### src/rtl/swcmd_pkg.sv
package swcmd_pkg;

  // Offsets inside one channel window (software depends on these)
  localparam int unsigned WIN_BITS = 6;
  localparam logic [WIN_BITS-1:0] OFS_CMD    = 6'h00;
  localparam logic [WIN_BITS-1:0] OFS_WDATA  = 6'h04;
  localparam logic [WIN_BITS-1:0] OFS_RDATA  = 6'h14;
  localparam logic [WIN_BITS-1:0] OFS_VCLR   = 6'h24;
  localparam logic [WIN_BITS-1:0] OFS_STATUS = 6'h28;

  typedef enum logic [2:0] {
    CH_IDLE   = 3'd0,
    CH_REQ    = 3'd1,
    CH_WAIT   = 3'd2,
    CH_VLDCLR = 3'd6
  } ch_state_e;

  typedef struct packed {
    logic [1:0]  cls;
    logic        is_write;
    logic [3:0]  slave;
    logic [1:0]  len_m1;
    logic [15:0] addr;
  } cmd_fields_t;

  function automatic cmd_fields_t unpack_cmd(input logic [31:0] w);
    cmd_fields_t f;
    f.cls      = w[31:30];
    f.is_write = w[29];
    f.slave    = w[27:24];
    f.len_m1   = w[17:16];
    f.addr     = w[15:0];
    return f;
  endfunction

  function automatic logic [31:0] status_word(input logic [2:0] code, input logic err);
    return {28'd0, code, err};
  endfunction

endpackage

### src/rtl/swcmd_regif.sv
module swcmd_regif
  import swcmd_pkg::*;
#(
  parameter int unsigned AW = 12,
  parameter logic [AW-1:0] BASE = 12'h080
) (
  input  logic          clk,
  input  logic          rst_n,
  input  logic          reg_we,
  input  logic          reg_re,
  input  logic [AW-1:0] reg_addr,
  input  logic [31:0]   rb_cmd,
  input  logic [31:0]   rb_wdata,
  input  logic [31:0]   rb_rdata,
  input  logic [31:0]   rb_status,
  output logic          hit_cmd,
  output logic          hit_wdata,
  output logic          hit_vclr,
  output logic          hit_status,
  output logic [31:0]   reg_rdata
);

  logic                in_win;
  logic [WIN_BITS-1:0] offs;
  logic [31:0]         rd_mux;

  assign in_win = (reg_addr[AW-1:WIN_BITS] == BASE[AW-1:WIN_BITS]);
  assign offs   = reg_addr[WIN_BITS-1:0];

  assign hit_cmd    = reg_we && in_win && (offs == OFS_CMD);
  assign hit_wdata  = reg_we && in_win && (offs == OFS_WDATA);
  assign hit_vclr   = reg_we && in_win && (offs == OFS_VCLR);
  assign hit_status = reg_we && in_win && (offs == OFS_STATUS);

  always_comb begin
    rd_mux = '0;
    if (in_win) begin
      case (offs)
        OFS_CMD:    rd_mux = rb_cmd;
        OFS_WDATA:  rd_mux = rb_wdata;
        OFS_RDATA:  rd_mux = rb_rdata;
        OFS_STATUS: rd_mux = rb_status;
        default:    rd_mux = '0;
      endcase
    end
  end

  always_ff @(posedge clk or negedge rst_n) begin
    if (!rst_n) reg_rdata <= '0;
    else        reg_rdata <= reg_re ? rd_mux : '0;
  end

  AST_ONE_HIT: assert property (@(posedge clk) disable iff (!rst_n)
    $onehot0({hit_cmd, hit_wdata, hit_vclr, hit_status}));
  AST_QUIET_RDATA: assert property (@(posedge clk) disable iff (!rst_n)
    !reg_re |=> reg_rdata == '0);

endmodule

### src/rtl/swcmd_fsm.sv
module swcmd_fsm
  import swcmd_pkg::*;
(
  input  logic        clk,
  input  logic        rst_n,
  input  logic        hit_cmd,
  input  logic        hit_wdata,
  input  logic        hit_vclr,
  input  logic        hit_status,
  input  logic [31:0] wr_val,
  input  logic        dn_req_ready,
  input  logic        dn_rsp_valid,
  input  logic [31:0] dn_rsp_rdata,
  output logic [2:0]  state_code,
  output logic        err_q,
  output logic [31:0] cmd_q,
  output logic [31:0] wdata_q,
  output logic [31:0] rdata_q,
  output logic        dn_req_valid,
  output cmd_fields_t req_f
);

  ch_state_e state_q, state_d;

  // Named internal events
  logic is_idle, cmd_accept, busy_reject, rsp_take, rd_done, wr_done, clr_hit;

  assign req_f       = unpack_cmd(cmd_q);
  assign is_idle     = (state_q == CH_IDLE);
  assign cmd_accept  = hit_cmd && is_idle;
  assign busy_reject = (hit_cmd || hit_wdata) && !is_idle;
  assign rsp_take    = (state_q == CH_WAIT) && dn_rsp_valid;
  assign rd_done     = rsp_take && !req_f.is_write;
  assign wr_done     = rsp_take && req_f.is_write;
  assign clr_hit     = hit_vclr && (state_q == CH_VLDCLR) && wr_val[0];

  assign dn_req_valid = (state_q == CH_REQ);
  assign state_code   = state_q;

  always_comb begin
    state_d = state_q;
    case (state_q)
      CH_IDLE:   if (cmd_accept)   state_d = CH_REQ;
      CH_REQ:    if (dn_req_ready) state_d = CH_WAIT;
      CH_WAIT:   if (rd_done)      state_d = CH_VLDCLR;
                 else if (wr_done) state_d = CH_IDLE;
      CH_VLDCLR: if (clr_hit)      state_d = CH_IDLE;
      default:                     state_d = CH_IDLE;
    endcase
  end

  always_ff @(posedge clk or negedge rst_n) begin
    if (!rst_n) begin
      state_q <= CH_IDLE;
      err_q   <= 1'b0;
      cmd_q   <= '0;
      wdata_q <= '0;
      rdata_q <= '0;
    end else begin
      state_q <= state_d;
      if (busy_reject)     err_q <= 1'b1;
      else if (hit_status) err_q <= 1'b0;
      if (cmd_accept)              cmd_q   <= wr_val;
      if (hit_wdata && is_idle)    wdata_q <= wr_val;
      if (rd_done)                 rdata_q <= dn_rsp_rdata;
    end
  end

  AST_ACCEPT_TO_REQ: assert property (@(posedge clk) disable iff (!rst_n)
    cmd_accept |=> dn_req_valid && state_code == 3'd1);
  AST_REQ_HOLD: assert property (@(posedge clk) disable iff (!rst_n)
    dn_req_valid && !dn_req_ready |=> dn_req_valid && $stable(cmd_q) && $stable(wdata_q));
  AST_FIRE_TO_WAIT: assert property (@(posedge clk) disable iff (!rst_n)
    dn_req_valid && dn_req_ready |=> state_code == 3'd2);
  AST_READ_LATCH: assert property (@(posedge clk) disable iff (!rst_n)
    rd_done |=> state_code == 3'd6 && rdata_q == $past(dn_rsp_rdata));
  AST_CLEAR_IDLE: assert property (@(posedge clk) disable iff (!rst_n)
    clr_hit |=> state_code == 3'd0);
  AST_CLEAR_BIT0: assert property (@(posedge clk) disable iff (!rst_n)
    hit_vclr && state_code == 3'd6 && !wr_val[0] |=> state_code == 3'd6);
  AST_WRITE_DONE: assert property (@(posedge clk) disable iff (!rst_n)
    wr_done |=> state_code == 3'd0);
  AST_BUSY_ERR: assert property (@(posedge clk) disable iff (!rst_n)
    busy_reject |=> err_q && $stable(cmd_q) && $stable(wdata_q));
  AST_ERR_CLEAR: assert property (@(posedge clk) disable iff (!rst_n)
    hit_status |=> !err_q);

endmodule

### src/rtl/swcmd_channel.sv
module swcmd_channel
  import swcmd_pkg::*;
#(
  parameter int unsigned AW = 12,
  parameter logic [AW-1:0] CHAN_BASE = 12'h080
) (
  input  logic          clk,
  input  logic          rst_n,
  input  logic          reg_we,
  input  logic          reg_re,
  input  logic [AW-1:0] reg_addr,
  input  logic [31:0]   reg_wdata,
  output logic [31:0]   reg_rdata,
  output logic          dn_req_valid,
  input  logic          dn_req_ready,
  output logic [1:0]    dn_req_class,
  output logic          dn_req_write,
  output logic [3:0]    dn_req_slave,
  output logic [1:0]    dn_req_len,
  output logic [15:0]   dn_req_addr,
  output logic [31:0]   dn_req_wdata,
  input  logic          dn_rsp_valid,
  input  logic [31:0]   dn_rsp_rdata
);

  logic        hit_cmd, hit_wdata, hit_vclr, hit_status;
  logic [2:0]  state_code;
  logic        err_q;
  logic [31:0] cmd_q, wdata_q, rdata_q;
  cmd_fields_t req_f;

  swcmd_regif #(.AW(AW), .BASE(CHAN_BASE)) u_regif (
    .clk        (clk),
    .rst_n      (rst_n),
    .reg_we     (reg_we),
    .reg_re     (reg_re),
    .reg_addr   (reg_addr),
    .rb_cmd     (cmd_q),
    .rb_wdata   (wdata_q),
    .rb_rdata   (rdata_q),
    .rb_status  (status_word(state_code, err_q)),
    .hit_cmd    (hit_cmd),
    .hit_wdata  (hit_wdata),
    .hit_vclr   (hit_vclr),
    .hit_status (hit_status),
    .reg_rdata  (reg_rdata)
  );

  swcmd_fsm u_fsm (
    .clk          (clk),
    .rst_n        (rst_n),
    .hit_cmd      (hit_cmd),
    .hit_wdata    (hit_wdata),
    .hit_vclr     (hit_vclr),
    .hit_status   (hit_status),
    .wr_val       (reg_wdata),
    .dn_req_ready (dn_req_ready),
    .dn_rsp_valid (dn_rsp_valid),
    .dn_rsp_rdata (dn_rsp_rdata),
    .state_code   (state_code),
    .err_q        (err_q),
    .cmd_q        (cmd_q),
    .wdata_q      (wdata_q),
    .rdata_q      (rdata_q),
    .dn_req_valid (dn_req_valid),
    .req_f        (req_f)
  );

  assign dn_req_class = req_f.cls;
  assign dn_req_write = req_f.is_write;
  assign dn_req_slave = req_f.slave;
  assign dn_req_len   = req_f.len_m1;
  assign dn_req_addr  = req_f.addr;
  assign dn_req_wdata = wdata_q;

endmodule

### config.mk
export PLATFORM = sky130hd
export DESIGN_NAME = swcmd_channel
export DESIGN_NICKNAME = d
export VERILOG_FILES = /design/src/rtl/swcmd_pkg.sv /design/src/rtl/swcmd_regif.sv /design/src/rtl/swcmd_fsm.sv /design/src/rtl/swcmd_channel.sv
export SDC_FILE = /design/constraint.sdc
export NUM_CORES = 1
export LEC_CHECK = 0
export BUFFER_PORTS_ARGS = -buffer_cell sky130_fd_sc_hd__buf_2
export CAP_MARGIN = 20
export CORE_MARGIN = 2
export CORE_UTILIZATION = 45
export CTS_CLUSTER_SIZE = 14
export DETAILED_ROUTE_END_ITERATION = 8
export PLACE_DENSITY = 0.69
export SLEW_MARGIN = 10
export SYNTH_ARGS = -nofsm -noshare
export SYNTH_HDL_FRONTEND = slang
export SYNTH_HIERARCHICAL = 1
export SYNTH_SLANG_ARGS = --single-unit
### constraint.sdc
create_clock -name clk -period 3.01 [get_ports clk]
set_input_delay 0.4515 -clock clk [delete_from_list [all_inputs] [get_ports clk]]
set_output_delay 0.4515 -clock clk [all_outputs]
set_load 0.02 [all_outputs]
* Word level (Yosys, flattened, before mapping)
Index checks and enable logic that the tools add are counted.
** Word-level totals
- Register bits after elaboration :: 132
- Input bits :: 82
- Output and inout port bits :: 90
- Logic and storage cells :: 49
** Operators by class
- Equal/unequal tests :: 12
- Multiplexer cells :: 11
- Reduce and logical (&&, ||, !) cells :: 20
** Operator list (number)
- case mux 32 bit (4 select lines) :: 1
- 2-to-1 mux 32 bit :: 2
- 2-to-1 mux 3 bit :: 5
- logical AND 1 bit :: 13
- equality test 6 bit (second input constant) :: 2
- case mux 3 bit (4 select lines) :: 1
- equality test 6 x 2 -> 1 bit (second input constant) :: 1
- equality test 6 x 3 -> 1 bit (second input constant) :: 1
- equality test 6 x 5 -> 1 bit (second input constant) :: 1
- logical NOT 6 bit :: 1
- != test 2 x 1 -> 1 bit (second input constant) :: 2
- AND reduction 4 bit :: 1
- equality test 3 x 1 -> 1 bit (second input constant) :: 1
- equality test 3 x 2 -> 1 bit (second input constant) :: 1
- equality test 3 bit (second input constant) :: 1
- logical NOT 3 bit :: 1
- != test 3 x 1 -> 1 bit (second input constant) :: 1
- logical NOT 1 bit :: 2
- 2-to-1 mux 1 bit :: 2
- != test 2 bit (second input constant) :: 1
- nonzero test 2 bit :: 1
- logical OR 1 bit :: 1

* Longest topological paths before layout
- Depth after elaboration :: 7
- Depth in mapped cells :: 9
- Depth with buffers taken out :: 6

* Hierarchy
The synthesis kept the hierarchy.
** Modules (own cells, without submodules)
- swcmd_fsm :: instances 1, cells an instance 251, area an instance 4063.9 sq um, sequential area each 2502.4 sq um
- swcmd_regif :: instances 1, cells an instance 276, area an instance 2677.6 sq um, sequential area each 800.8 sq um
- swcmd_channel :: instances 1, cells an instance 1, area an instance 3.8 sq um, sequential area each 0.0 sq um

* Worst setup path after synthesis
No wires, ideal clock.
- Path kind :: input to register
- Start point :: input port reg_addr[4]
- End point :: register u_fsm.cmd_q[10]
- Library setup time :: 125 ps
- Data arrival time :: 2179 ps
- Required time :: 2885 ps
- Setup slack :: 706 ps
- Cell stages on the path :: 9
- Cell sequence :: buf_6 -> nor4_4 -> buf_4 -> nand4_1 -> nor3_2 -> and2_1 -> buf_2 -> buf_2 -> mux2_2
** Between the ends
- Word-level cells in the longest chain between the ends :: 3
** Ends and longest elaborated chain
- from (decl) :: RTL line swcmd_channel.sv:11 : input logic [AW-1:0] reg_addr,
- logical NOT 6 bit :: RTL line swcmd_regif.sv:30 : assign hit_cmd = reg_we && in_win && (offs == OFS_CMD);
- logical AND 1 bit :: RTL line swcmd_regif.sv:30
- net hit_cmd :: RTL line swcmd_channel.sv:26 : logic hit_cmd, hit_wdata, hit_vclr, hit_status;
- logical AND 1 bit :: RTL line swcmd_fsm.sv:30 : assign cmd_accept = hit_cmd && is_idle;
- to (signal assigned) :: RTL line swcmd_fsm.sv:63 : if (cmd_accept) cmd_q <= wr_val;
- to (decl) :: RTL line swcmd_fsm.sv:16 : output logic [31:0] cmd_q,
The timed path passes the listed nets, and every way through them passes these cells.
A chain may end at the register's enable or synchronous reset.

* Worst setup path after layout
- Start point :: register u_fsm.state_q[2] (netlist: u_fsm/state_code[2])
- End point :: register u_fsm.rdata_q[14]
** Between the ends
- Word-level cells in the longest chain between the ends :: 3
** Ends and longest elaborated chain
- from (decl) :: RTL line swcmd_fsm.sv:23 : ch_state_e state_q, state_d;
- from (signal assigned) :: RTL line swcmd_fsm.sv:60 : state_q <= state_d;
- equality test 3 x 2 -> 1 bit :: RTL line swcmd_fsm.sv:32 : assign rsp_take = (state_q == CH_WAIT) && dn_rsp_valid;
- logical AND 1 bit :: RTL line swcmd_fsm.sv:32
- logical AND 1 bit :: RTL line swcmd_fsm.sv:33 : assign rd_done = rsp_take && !req_f.is_write;
- to (signal assigned) :: RTL line swcmd_fsm.sv:65 : if (rd_done) rdata_q <= dn_rsp_rdata;
- to (decl) :: RTL line swcmd_fsm.sv:18 : output logic [31:0] rdata_q,
No other way between the ends.

==> run summary <==
The flow ran to the end, and the final reports show no timing, DRC or antenna violations. The sum of negative setup slack came out at 0 ns. The tightest min-delay check is of the input pin to flip-flop type.

The number of setup violations in the final report came out at 0. For this run, design rule violations remaining after detail routing come to 0. The maximum operating frequency came out at 428.7 MHz.

The later-pin clock latency in the skew report is 0.41 ns. The leakage power of the design is 4.258 nW. In the synthesized netlist, the number of instances is 528. In the final routed layout, each cell accounts on average for 19.26 um. For this run, the total global-route usage over all layers was measured as 0.2201. The share of total power dissipated in sequential elements is 0.441. Among all stages on the critical path, the largest delay is contributed by sky130_fd_sc_hd__or4_2.

In this run, the number of DRC markers left after iteration 0 of detailed routing was 339. Setup repair after global routing left no endpoint under its margin. For this run, the register share of the synthesized area comes to 0.4897. The H-tree was split into 4 levels. The core region area is 14,590 um2. The number of filler instances in the final layout came out at 1,249. Across the run, the number of max-cap violations was 0. The max-slew violation count came out at 0. The final worst-path setup slack came out at 0.6774 ns. The clock skew came out at 0.006374 ns. Detailed placement ended at an HPWL of 11,240 um. From bottom edge to top edge, the die measures 126.4 um.

The routed design could run at a clock period as short as 2.333 ns. After clock tree synthesis, the clock-pin slew on the worst setup and hold paths is 0.06 ns. By count the netlist is led by sky130_fd_sc_hd__dfrtp_1 (132), sky130_fd_sc_hd__mux2_2 (99), sky130_fd_sc_hd__nor3b_1 (34). The post-route core utilization is 0.5621.

By area the synthesized netlist is led by sky130_fd_sc_hd__dfrtp_1 (49%), sky130_fd_sc_hd__mux2_2 (17%), sky130_fd_sc_hd__mux2_4 (6.2%). The required time of the critical path is 3.30 ns. For this design, the sink count on the clock tree is 132. The maximum vdd ir drop is 0.0003716 V. The longest individual stage delay on the worst path came out at 1.03 ns. The layout overhead on the synthesized area is 21.57%. The most used standard cell by instance count after synthesis is sky130_fd_sc_hd__dfrtp_1.

The average footprint of a synthesized cell is 12.78 um2. Counting flops with a built-in enable in the synthesized netlist gives 0. The worst setup path is captured at a flip-flop.

The post-CTS setup-driven buffer insertion count came out at 0. Of all cell types, the one taking the most synthesized area is sky130_fd_sc_hd__dfrtp_1. The total of warnings raised by yosys is 6. The post-route antenna net violation count is 0. The minimum setup slack after placement came out at 0.5547 ns.

Of the total power, the share spent switching nets is 0.2186. The slew of the pin with the lowest slew margin is 0.5918 ns. The horizontal extent of the die is 126.4 um. The final route contains 4,752 vias. The combined area of all synthesized cells is 6745 um2.

The largest net degree at the start of global routing came out at 74. The clock network fraction of total power is 0.480. The final worst-path cycle share is 0.7749. The setup path with the least slack is of type flip-flop to flip-flop. The cell-internal power is 3.283 mW.

The prevailing post-synth register cell is sky130_fd_sc_hd__dfrtp_1. After detailed routing, the total wire length is 17,050 um. The top-level port count is 172. The clock tree from TritonCTS is done. The number of library cell types mapped by synthesis came out at 37. The first global-routing pass estimated 27,480 um of wire. The post-cts repair resize count came out at 0. The initial antenna violation count is 1. The number of global-route vias before repair came out at 5,068. The remaining global-route overflow came out at 0. STA classifies the critical path startpoint as a flip-flop. After detailed routing, the number of vias per cell comes to 5.369.

The number of CTS-inserted buffers came out at 17. The initial utilization of the core area, before any placement, comes to 0.4623. Measured against its own limit, the worst slew margin works out to 0.6055.

Traced cell by cell, the critical path runs through or4_2 > buf_4 > mux2_4. The clock passes through at most 2 buffers. The tree is rooted in a sky130_fd_sc_hd__clkbuf_16. The overall die area came out at 15,980 um2.

The number of synthesized register bits is 132. The congestion estimate from routability-driven global placement came to 0.7482. The quantity of hold-fixing buffers added after cts came out at 1. At the end of the flow, the number of nets in the layout was 773. The number of I/O port buffers came out at 171. The endpoint arrival time on the critical path is 2.63 ns. The cell row count is 44. The share of synthesized flip-flops with an asynchronous set or reset came out at 1.000. The combinational fraction of design power is 0.079. Of the post-synthesis cell area, the dominant cell type holds 0.4897. The critical-path maximum fanout is 21.

The detailed-router iteration count before antenna repair is 4. The switching power is 0.9186 mW. The final number of hold-violating endpoints came out at 0. Power spread over the standard cell area amounts to 512.4 nW/um2. The share of cells above drive strength 1 came out at 0.5429.
[layout by cell type (no fill, tap or decap), types with 2 or more instances in the layout]
cell type,count
sky130_fd_sc_hd__buf_2,170
sky130_fd_sc_hd__buf_12,3
sky130_fd_sc_hd__mux2_4,28
sky130_fd_sc_hd__and3_1,32
sky130_fd_sc_hd__buf_4,13
sky130_fd_sc_hd__nand2_1,5
sky130_fd_sc_hd__nor3b_1,34
sky130_fd_sc_hd__o21ai_1,7
sky130_fd_sc_hd__and2_2,2
sky130_fd_sc_hd__nor2_1,3
sky130_fd_sc_hd__dfrtp_1,132
sky130_fd_sc_hd__clkinv_2,3
sky130_fd_sc_hd__mux2_2,99
sky130_fd_sc_hd__nor3_1,3
sky130_fd_sc_hd__bufinv_16,2
sky130_fd_sc_hd__nand4_1,2
sky130_fd_sc_hd__o21ai_0,25
sky130_fd_sc_hd__inv_1,4
sky130_fd_sc_hd__clkbuf_16,17
sky130_fd_sc_hd__a211oi_1,2
sky130_fd_sc_hd__a211oi_2,30
sky130_fd_sc_hd__nand3_1,33
sky130_fd_sc_hd__conb_1,28
sky130_fd_sc_hd__clkbuf_8,5
[path summary, 6_finish.rpt]
check                      slack [ns]  cells after the start                       endpoint                            start
min in group asynchronous        0.46                      2   u_fsm/wdata_q[7]$_DFFE_PN0P_                            rst_n
min reg2reg                      0.50                      1    u_fsm/cmd_q[20]$_DFFE_PN0P_      u_fsm/cmd_q[20]$_DFFE_PN0P_
max reg2reg                      0.68                      3  u_fsm/rdata_q[14]$_DFFE_PN0P_  u_fsm/state_code[2]$_DFFE_PN0P_
min                              0.26                      2  u_fsm/rdata_q[27]$_DFFE_PN0P_                 dn_rsp_rdata[27]
max in group asynchronous        1.71                      3    u_fsm/cmd_q[26]$_DFFE_PN0P_                            rst_n
max                              0.68                      3  u_fsm/rdata_q[14]$_DFFE_PN0P_  u_fsm/state_code[2]$_DFFE_PN0P_
[cell families (layout without fill, tap and decap cells)]
logic type / count (synthesis) / after routing / synth area share
flops: 132 / 132 / 0.4897
mux: 128 / 128 / 0.2293
simple gates: 124 / 124 / 0.1193
buf+inv: 74 / 219 / 0.07364
compound gates: 69 / 69 / 0.08755
other cells: 1 / 29 / 0.0005559
[worst max-delay path: cells and delay by family, from the launching register on]
kind	cells	cell delay, ns
muxes	1	0.35
DFF	1	0.43
buffers and inverters	1	0.40
and+or+nand+nor	1	1.03
[per-layer routing]
metal / global-route usage / up-vias / share of wire
met3: 0.05652 / 10 / 0.052
li1: - / 2186 / -
met5: 0 / - / 0
met4: 0.06141 / 0 / 0.0078
met1: 0.2921 / 2406 / 0.44
met2: 0.3589 / 150 / 0.50
[final cells by class]
cell class	count	area, um2	share of cell area
Sequential cell	132	3303	0.4028
Multi-Input combinational cell	349	3058	0.3729
Timing Repair Buffer	187	1018	0.1242
Clock buffer	23	498.0	0.06073
Tap cell	184	230.2	0.02807
Clock inverter	5	75.07	0.009155
Inverter	4	15.01	0.001831
Antenna cell	1	2.502	0.0003052
[metrics by stage]
| step | instances | cell area, um2 | hold WS (ns) | total power [mW] |
|---|---|---|---|---|
| 2_1_floorplan | 555 | 6847 | 0.1559 | 2.067 |
| 3_3_place_gp | 855 | 7615 | 0.3271 | 2.205 |
| 3_5_place_dp | 855 | 7615 | 0.3290 | 2.213 |
| 4_1_cts | 884 | 8198 | 0.2477 | 4.242 |
| 5_1_grt | 885 | 8200 | 0.2513 | 4.359 |
| 6_report | 885 | 8200 | 0.2639 | 4.202 |
[state kept, by name, indices dropped and copies added (netlist names)]
register           flops
u_fsm/rdata_q         32
u_regif/reg_rdata     32
u_fsm/cmd_q           32
u_fsm/wdata_q         32
u_fsm/err_q            1
u_fsm/state_code       3
[power groups by stage]
stage               logic, mW  registers (mW)  clock network (mW)
finish                  0.333            1.85                2.02
detailed placement      0.332            1.88                   0
floorplan               0.192            1.88                   0
CTS                     0.336            1.85                2.05
global route            0.365            1.86                2.14
global placement        0.325            1.88                   0
No activity file was read; power rests on OpenSTA's default activity.
